[config.mk]
export PLATFORM = sky130hd
export DESIGN_NAME = cluster_expander
export DESIGN_NICKNAME = d
export VERILOG_FILES = /design/src/rtl/cluster_expander.sv
export SDC_FILE = /design/constraint.sdc
export NUM_CORES = 1
export LEC_CHECK = 0
export ABC_AREA = 1
export BUFFER_PORTS_ARGS = -buffer_cell sky130_fd_sc_hd__clkbuf_2
export CAP_MARGIN = 30
export CORE_MARGIN = 2
export CORE_UTILIZATION = 58
export CTS_BUF_LIST = sky130_fd_sc_hd__clkbuf_2
export CTS_CLUSTER_DIAMETER = 40
export DETAILED_ROUTE_END_ITERATION = 10
export GPL_TIMING_DRIVEN = 0
export PLACE_DENSITY = 0.78
export SETUP_SLACK_MARGIN = 0.3
export SLEW_MARGIN = 20
export SYNTH_ARGS = -nofsm -noshare
export SYNTH_HDL_FRONTEND = slang
export SYNTH_SLANG_ARGS = --single-unit
[constraint.sdc]
create_clock -name clk -period 3.7 [get_ports clk]
set_clock_uncertainty 0.05 [all_clocks]
set_input_delay 0.37 -clock clk [delete_from_list [all_inputs] [get_ports clk]]
set_output_delay 0.37 -clock clk [all_outputs]
set_load 0.05 [all_outputs]
[src/rtl/cluster_expander.sv]
module cluster_expander #(
  parameter int TS_W   = 16,
  parameter int EVENTS = 7
) (
  input  logic        clk,
  input  logic        rst_n,
  input  logic [1:0]  mode,
  input  logic        cl_valid,
  output logic        cl_ready,
  input  logic [15:0] cl_word,
  input  logic        cl_head,
  input  logic        cl_start,
  input  logic [2:0]  cl_nevents,
  output logic        smp_valid,
  input  logic        smp_ready,
  output logic [15:0] smp_data
);
  localparam int EW = $clog2(EVENTS + 1);

  typedef enum logic [1:0] {S_HEAD, S_PAD, S_EVT} state_t;
  state_t state;

  logic [TS_W-1:0] exp_ts, pad_left, gap;
  logic [15:0]     last, hold, shifted, evt_sample;
  logic            hold_full;
  logic [1:0]      sub, spe_m1;
  logic [EW-1:0]   ev_left;

  wire head_fire = cl_valid && cl_ready && state == S_HEAD && cl_head;
  wire word_fire = cl_valid && cl_ready && state == S_EVT;
  wire out_fire  = smp_valid && smp_ready;
  wire sub_last  = sub == spe_m1;

  assign spe_m1    = (mode == 2'd1) ? 2'd1 : (mode == 2'd2) ? 2'd3 : 2'd0;
  assign gap       = cl_start ? '0 : cl_word[TS_W-1:0] - exp_ts;
  assign cl_ready  = state == S_HEAD || (state == S_EVT && !hold_full);
  assign smp_valid = state == S_PAD || (state == S_EVT && hold_full);
  assign shifted   = hold >> sub;
  assign smp_data  = (state == S_PAD) ? last : evt_sample;

  always_comb begin
    evt_sample = '0;
    case (mode)
      2'd1: for (int k = 0; k < 8; k++) evt_sample[k] = shifted[2*k];
      2'd2: for (int k = 0; k < 4; k++) evt_sample[k] = shifted[4*k];
      default: evt_sample = hold;
    endcase
  end

  always_ff @(posedge clk) begin
    if (!rst_n) begin
      state     <= S_HEAD;
      exp_ts    <= '0;
      pad_left  <= '0;
      last      <= '0;
      hold      <= '0;
      hold_full <= 1'b0;
      sub       <= '0;
      ev_left   <= '0;
    end else begin
      case (state)
        S_HEAD: if (head_fire) begin
          exp_ts   <= cl_word[TS_W-1:0] + TS_W'(EVENTS);
          pad_left <= gap;
          sub      <= '0;
          ev_left  <= EW'(cl_nevents);
          if (cl_start) last <= '0;
          state    <= (gap != '0) ? S_PAD : S_EVT;
        end
        S_PAD: if (out_fire) begin
          if (sub_last) begin
            sub      <= '0;
            pad_left <= pad_left - 1'b1;
            if (pad_left == TS_W'(1)) state <= S_EVT;
          end else begin
            sub <= sub + 1'b1;
          end
        end
        S_EVT: begin
          if (word_fire) begin
            hold      <= {cl_word[7:0], cl_word[15:8]};
            hold_full <= 1'b1;
            sub       <= '0;
          end
          if (out_fire) begin
            last <= evt_sample;
            if (sub_last) begin
              sub       <= '0;
              hold_full <= 1'b0;
              ev_left   <= ev_left - 1'b1;
              if (ev_left == EW'(1)) state <= S_HEAD;
            end else begin
              sub <= sub + 1'b1;
            end
          end
        end
        default: state <= S_HEAD;
      endcase
    end
  end

  p_reset_idle_r1: assert property (@(posedge clk)
    !rst_n |=> !smp_valid && cl_ready);

  p_head_count_r8: assert property (@(posedge clk) disable iff (!rst_n)
    head_fire |-> cl_nevents != 3'd0 && int'(cl_nevents) <= EVENTS);

  p_head_busy_r8: assert property (@(posedge clk) disable iff (!rst_n)
    head_fire |=> state != S_HEAD);

  p_pad_steady_r4: assert property (@(posedge clk) disable iff (!rst_n)
    state == S_PAD && $past(state == S_PAD) |-> $stable(smp_data));

  p_quad_upper_r5: assert property (@(posedge clk) disable iff (!rst_n)
    state == S_EVT && smp_valid && mode == 2'd2 |-> smp_data[15:4] == 12'd0);

  p_dual_upper_r6: assert property (@(posedge clk) disable iff (!rst_n)
    state == S_EVT && smp_valid && mode == 2'd1 |-> smp_data[15:8] == 8'd0);

  p_stall_hold_r9: assert property (@(posedge clk) disable iff (!rst_n)
    smp_valid && !smp_ready |=> smp_valid && $stable(smp_data));

  p_no_overrun_r9: assert property (@(posedge clk) disable iff (!rst_n)
    hold_full |-> !(cl_ready && state == S_EVT));
endmodule

**Word level (Yosys, flattened, before mapping)**

Cells that the tools add are included.

- Bits in registers: 72
- Input bits: 27
- Logic and storage cells: 90

- Add/sub/neg operators: 5
- Equality and inequality tests: 16
- Shift-type cells: 1
- Muxes and demuxes: 37
- Reduce and logical (&&, ||, !) cells: 23

Operators with widths:

| operator | count |
|---|---|
| $mux W16 | 8 |
| $pmux W16 S2 | 2 |
| $mux W2 | 15 |
| $add A16 B3 Y16 const B | 1 |
| $eq A16 B1 Y1 const B | 1 |
| $pmux W4 S2 | 2 |
| $reduce_and A4 Y1 | 4 |
| $reduce_bool A16 Y1 | 1 |
| $shr A16 B2 Y15 | 1 |
| $sub A16 B1 Y16 const B | 1 |
| $sub A16 B16 Y16 | 1 |
| $ne A2 B2 Y1 const B | 6 |
| $pmux W2 S3 | 2 |
| $mux W3 | 3 |
| $mux W8 | 1 |
| $logic_and A1 B1 Y1 | 7 |
| $reduce_and A7 Y1 | 1 |
| $pmux W3 S2 | 1 |
| $eq A2 B1 Y1 const B | 2 |
| $eq A2 B2 Y1 const B | 2 |
| $ne A2 B1 Y1 const B | 2 |
| $reduce_and A2 Y1 | 2 |
| $reduce_bool A2 Y1 | 2 |
| $eq A3 B1 Y1 const B | 1 |
| other kinds (10) | 13 |

**Longest topological paths before layout**

Gate-level depths: netlist (run 1).

- Word-level depth: 8
- Depth in mapped cells: 17
- Depth with buffers taken out: 17

**Worst setup path before layout (run 1)**

No wires, ideal clock.

- Path kind: in2out
- Start point: input port mode[0]
- End point: output port smp_data[3]
- Arrival: 2.183 ns
- Required time: 3.280 ns
- Setup slack: 1.097 ns
- Stages: 6
- Buffers on the path: 0
- Cell sequence: inv_1 > ha_1 > clkinv_1 > o21ai_0 > o22ai_1 > o21ai_0

- Word-level cells in the longest chain between the ends: 3
- Elaborated cells between the ends (all ways): 4
- Classes of those cells: eq/ne: 2; mux: 2

RTL lines:

| item | RTL line | RTL |
|---|---|---|
| start, declared | 7 | `input logic [1:0] mode,` |
| $eq A2 B2 Y1 or $eq A2 B1 Y1 (tied branches) | 43 | `case (mode)` |
| $pmux W4 S2 (*) | 43 |  |
| $mux W16 (*) | 39 | `assign smp_data = (state == S_PAD) ? last : evt_sample;` |
| end, declared | 16 | `output logic [15:0] smp_data` |

Every way passes the cells marked *; elsewhere a longest branch is shown, timed or not.

**Final worst setup path (run 1)**

- Start point: register state[1]
- End point: output port smp_data[13]

- Word-level cells in the longest chain between the ends: 2

RTL lines:

| item | RTL line | RTL |
|---|---|---|
| start, declared | 21 | `state_t state;` |
| start signal, assigned | 68 | `state <= (gap != '0) ? S_PAD : S_EVT;` |
| $eq A2 B1 Y1 | 39 |  |
| $mux W16 | 39 |  |

No other way between the ends.

==> results.cfg, run 1 <==
[outcome]
status = complete, no violations

[global_routing]
grt_usage_pct = 30.1
grt_pass1_wl_um = 24200
grt_use_met3_pct = 3.69
gr-usage-met2_pct = 48.4
busiest_layer = met2
use_met1_pct = 42.0
grt_remaining_overflow = 0
grt_pass1_vias = 5258
grt_antenna_before_repair = 0
grt_max_degree = 14

[floorplanning]
core_area_sq_um = 8720
dieHeight_um = 98.7
dieArea_sq_um = 9740
rows = 34
start_util_pct = 59.7
fp.dieW_um = 98.7
io_pins = 45

[layout]
drive_gt1_share_pct = 10.2
final_cell_mix = nand2_1, inv_1, a21oi_1, o21ai_0, dfxtp_1
diodes = 0
nets = 942
syn2layout_area_growth_pct = 9.19
finish.utilization_pct = 65.1
final_common_cell = nand2_1

[power]
power_density_nw_per_um2 = 597
p_int_mw = 1.66
pwr-share-comb_pct = 55.9
swShare_pct = 51.1
peakVddDrop_mv = 0.230
power_frac_seq_pct = 30.2
clockPowerShare_pct = 13.9
p_switching_mw = 1.73
p_leak_nw = 2.80

[yosys]
syn_area_sq_um = 5200
synthFlopType = dfxtp_1
synth_area_per_cell_sq_um = 6.25
yosys_warnings = 0
synth_area_leaders = dfxtp_1, nand2_1, inv_1, a21oi_1, o21ai_0
synth_top_area_share_pct = 27.7
synth_largest_area_cell = dfxtp_1
ys_seq_elements = 72
syn-num-nets = 887
async_flop_share_pct = 0
synth_edf_count = 0
seq_area_frac_synth_pct = 27.7
synthCells = 832
synth_cell_types = 50

[critical_path]
cp_slowest_cell = buf_1
cp-end-kind = output pin
cp_data_arrival_time_ns = 2.85
worstPathRequired_ns = 3.28
worstPathMaxFanout = 10
crit_buf_inv = 6
crit_path_end = smp_data[13]
crit_family = buffers and inverters
cpPeakStageDelay_ns = 0.45
crit_type = flip-flop to output pin
start_kind = flip-flop
startpoint = state[1]
r2r_setup_slack_ns = 1.41
path_cells = inv_1 > ha_1 > buf_4 > inv_2 > clkbuf_1 > buf_1 > nand3_1 > nand2_1 > clkbuf_2
reg2reg_to = state[0]
cp.depth = 9
r2r_cells = 14
timing.rr.start = exp_ts[0]

[sta]
fmax_mhz = 306
fin_crit_sh_pct = 88.4
hold_violations = 0
grt_setup_unrepaired = false
fin_crit_ns = 3.27
slew_headroom_pct = 60.1
slew_viol_final = 0
setup_tns_ns = 0
tightest_slew_ns = 0.598
setup_viol_count_final = 0

[flow_run]
maxCapViolations = 0

[detailed_routing]
first_pass_iters = 5
antenna_left = 0
drt-initial-drc-count = 423
vias = 5631
routed_wl_um = 14300
vias_per_cell = 5.63
drc = 0
post_drt_wl_per_cell_um = 14.3

[cts]
cts.path.max_buffers = 2
cts_tree = yes
clk_pin_slew_ns = 0.24
htreeDepth = 3
clock-sinks = 72
clock_latency_ns = 0.54
ctsRootBufferMaster = clkbuf_2
cts_buffers = 9

[placement]
gp_congestion = 0.915
port_buffers = 43
hpwl_um = 11200

[hold_path]
hold_class = input pin to flip-flop
## metrics by stage
step	cell area (sq um)	hold WS [ns]	std cells	setup slack [ns]	total power, mW
final	5680	0.107	1000	0.430	3.39
after global routing	5680	0.0992	1000	0.310	3.68
after floorplan	5200	0.390	832	1.10	2.45
after CTS	5680	0.0903	1000	0.469	3.37
after global placement	5550	0.403	983	1.09	2.86
after detailed placement	5550	0.406	983	1.08	2.89
## sequential cells by signal, summed over array words and instances, names as in the netlist
signal and flops:
pad_left 16, sub 2, state 2, ev_left 3
hold_full 1, last 16, exp_ts 16, hold 16
## synth_stat cells, types with 2 or more instances
library cell / count
nand2_1: 218
inv_1: 115
a21oi_1: 84
dfxtp_1: 72
o21ai_0: 72
nand3_1: 64
nor2_1: 55
ha_1: 27
clkbuf_1: 16
xor2_1: 13
nand4_1: 9
nor3_1: 6
inv_2: 5
o22ai_1: 5
xnor2_1: 5
buf_1: 4
buf_2: 4
buf_4: 4
nor4_1: 4
and2_1: 3
clkinv_1: 3
mux2i_1: 3
nor3_2: 3
o211ai_1: 3
o21ai_1: 3
or2_2: 3
buf_6: 2
nand2_2: 2
nand3_2: 2
nor2_4: 2
or2_0: 2
## cell type report
type / instances / area (sq um)
multi-input combinational: 607 / 3150
fill: 855 / 3040
sequential: 72 / 1440
inverter: 123 / 462
timing repair buffer: 44 / 225
buffer: 30 / 148
tap: 108 / 135
clock inverter: 6 / 67.6
clock buffer: 10 / 50.0
## routing by layer
metal  up-vias  share of wire, %
met4         0               2.1
met1      2568                45
met5         -                 0
li1       2822                 -
met3        29               6.9
met2       212                46
## cell families (layout without fill, tap and decap cells)
kind of cell | count (synthesis) | count (layout) | synth area share (%)
simple gates | 379 | 379 | 31.8
compound gates | 179 | 179 | 18.3
buf+inv | 153 | 213 | 11.7
flops | 72 | 72 | 27.7
fa+ha+maj | 28 | 28 | 6.88
xor+xnor | 18 | 18 | 3.03
mux | 3 | 3 | 0.577
## power by group through the flow
stage	Sequential, mW	Clock (mW)	Combinational [mW]
5_1_grt	1.04	0.508	2.14
4_1_cts	1.02	0.479	1.87
3_3_place_gp	1.03	0	1.83
3_5_place_dp	1.04	0	1.86
2_1_floorplan	1.00	0	1.44
6_report	1.03	0.471	1.90
## worst min-delay path: stages
cell and delay [ns]:
clkbuf_2 0.12, inv_1 0.10, a21oi_1 0.07
## worst min path at each step
stage | start | end | slack (ns) | cells after the start
4_1_cts | cl_word[15] | hold[7] | 0.09 | 3
5_1_grt | cl_word[13] | hold[5] | 0.1 | 3
6_report | cl_word[13] | hold[5] | 0.11 | 3
3_5_place_dp | last[12] | last[12] | 0.41 | 2
2_1_floorplan | hold[4] | hold[4] | 0.39 | 2
3_3_place_gp | last[13] | last[13] | 0.40 | 2
## repair_timing
item                                    in CTS  in global routing
endpoints found under the setup margin       0                  0
hold buffers                                 1                  0
buffers inserted                             0                  0
gates resized for setup                      0                  0
hold endpoints to repair                     1                  0
Power figures use the tool's default switching activity.
==> run 2: changes to the inputs <==
--- a/config.mk
+++ b/config.mk
@@ -14,7 +14,7 @@
 export CTS_CLUSTER_DIAMETER = 40
 export DETAILED_ROUTE_END_ITERATION = 10
 export GPL_TIMING_DRIVEN = 0
-export PLACE_DENSITY = 0.78
+export PLACE_DENSITY = 0.74
 export SETUP_SLACK_MARGIN = 0.3
 export SLEW_MARGIN = 20
 export SYNTH_ARGS = -nofsm -noshare
==> results.cfg, run 2 (same netlist as run 1, synthesis figures left out) <==
[outcome]
status = complete, no violations

[layout]
diodes = 0
final_cell_mix = nand2_1, inv_1, a21oi_1, o21ai_0, dfxtp_1
nets = 941
final_common_cell = nand2_1
syn2layout_area_growth_pct = 8.66
drive_gt1_share_pct = 10.2
finish.utilization_pct = 64.8

[critical_path]
cpPeakStageDelay_ns = 0.42
worstPathMaxFanout = 10
critPathMostFrequentCell = clkbuf_2
r2r_cells = 14
crit_type = flip-flop to output pin
start_kind = flip-flop
path_cells = inv_1 > ha_1 > buf_4 > inv_2 > clkbuf_2 > buf_1 > nand3_1 > nand2_1 > clkbuf_2
crit_family = buffers and inverters
timing.rr.start = exp_ts[0]
crit_buf_inv = 6
cp_data_arrival_time_ns = 2.70
cp-end-kind = output pin
startpoint = state[1]
r2r_setup_slack_ns = 1.33
cp_slowest_cell = dfxtp_1
worstPathRequired_ns = 3.28
reg2reg_to = state[0]

[global_routing]
grt_remaining_overflow = 0
grt_max_degree = 15
grt_pass1_vias = 5182
grt_pass1_wl_um = 24300
grt_antenna_before_repair = 0
grt_usage_pct = 30.3

[power]
peakVddDrop_mv = 0.228
p_leak_nw = 2.79
power_density_nw_per_um2 = 593

[sta]
fin_crit_ns = 3.12
fmax_mhz = 320
slew_viol_final = 0
hold_violations = 0
setup_viol_count_final = 0
tightest_slew_ns = 0.585
fin_crit_sh_pct = 84.4
grt_setup_unrepaired = false
slew_headroom_pct = 61.0
setup_tns_ns = 0

[floorplanning]
rows = 34
fp.dieW_um = 98.7
io_pins = 45
start_util_pct = 59.7
dieArea_sq_um = 9740
core_area_sq_um = 8720
dieHeight_um = 98.7

[hold_path]
min_path_cells = 2
hold_class = input pin to flip-flop
min-delay-start = cl_word[0]
worstHoldEndpoint = exp_ts[0]

[detailed_routing]
vias = 5512
first_pass_iters = 5
routed_wl_um = 14300
antenna_left = 0
post_drt_wl_per_cell_um = 14.3
drt-initial-drc-count = 322
drc = 0
vias_per_cell = 5.52

[cts]
clock-sinks = 72
cts.path.max_buffers = 2
htreeDepth = 3
clock_latency_ns = 0.55
clk_pin_slew_ns = 0.22
ctsRootBufferMaster = clkbuf_2
cts_tree = yes
cts_buffers = 9

[placement]
port_buffers = 43
gp_congestion = 0.965
hpwl_um = 11500

[flow_run]
maxCapViolations = 0
## run 2: worst reg2reg max path: cells and delay by family (launching register included)
| family | cells | cell delay (ns) |
|---|---|---|
| AOI/OAI and AO/OA | 1 | 0.06 |
| and+or+nand+nor | 10 | 1.07 |
| adders and majority gates | 2 | 0.57 |
| DFF | 1 | 0.38 |
| buffers and inverters | 1 | 0.12 |
## run 2: repair_timing
action | 4_1_cts | 5_1_grt
hold buffers | 0 | 0
setup buffers | 0 | 0
endpoints found under the setup margin | 0 | 10
gates resized for setup | 0 | 2
## run 2: layout make-up
type / count / area, sq um
clock buffers: 9 / 45.0
repair buffers: 43 / 215
plain buffers: 30 / 149
inverters: 123 / 462
well taps: 108 / 135
clock inverters: 7 / 53.8
multi-input cells: 607 / 3150
flip-flops and latches: 72 / 1440
fillers: 875 / 3070
## run 2: how the worst max path moves through the flow
stage	cells past startpoint	slack [ns]	endpoint
after floorplan	6	1.10	smp_data[3]
after global placement	9	1.11	smp_data[11]
after detailed placement	9	1.02	smp_data[11]
after CTS	9	0.43	smp_data[11]
after global routing	8	0.38	smp_data[11]
final	9	0.58	smp_data[11]
## run 2: per-stage QoR
step                total power [mW]  hold slack [ns]  worst slack (ns)  area (sq um)  cells
finish                          3.35         0.000108             0.578          5650    999
global route                    3.64         0.000125             0.377          5650    999
CTS                             3.33          0.00238             0.430          5650    999
detailed placement              2.91            0.411              1.02          5550    983
global placement                2.86            0.403              1.11          5550    983
floorplan                       2.45            0.390              1.10          5200    832
## run 2: routing by layer
layer / vias up / global-route usage [%] / part of all wire, %
met3: 24 / 4.33 / 5.6
met1: 2508 / 43.0 / 48
met2: 166 / 47.1 / 45
met5: - / 0 / 0
li1: 2814 / - / -
met4: 0 / 11.0 / 2.2
## run 2: where the power goes
part	leakage, nW	internal [mW]	total [mW]	switching [mW]
registers	0.586	0.912	1.02	0.113
logic	2.14	0.591	1.91	1.32
clock network	0.0570	0.0943	0.417	0.323
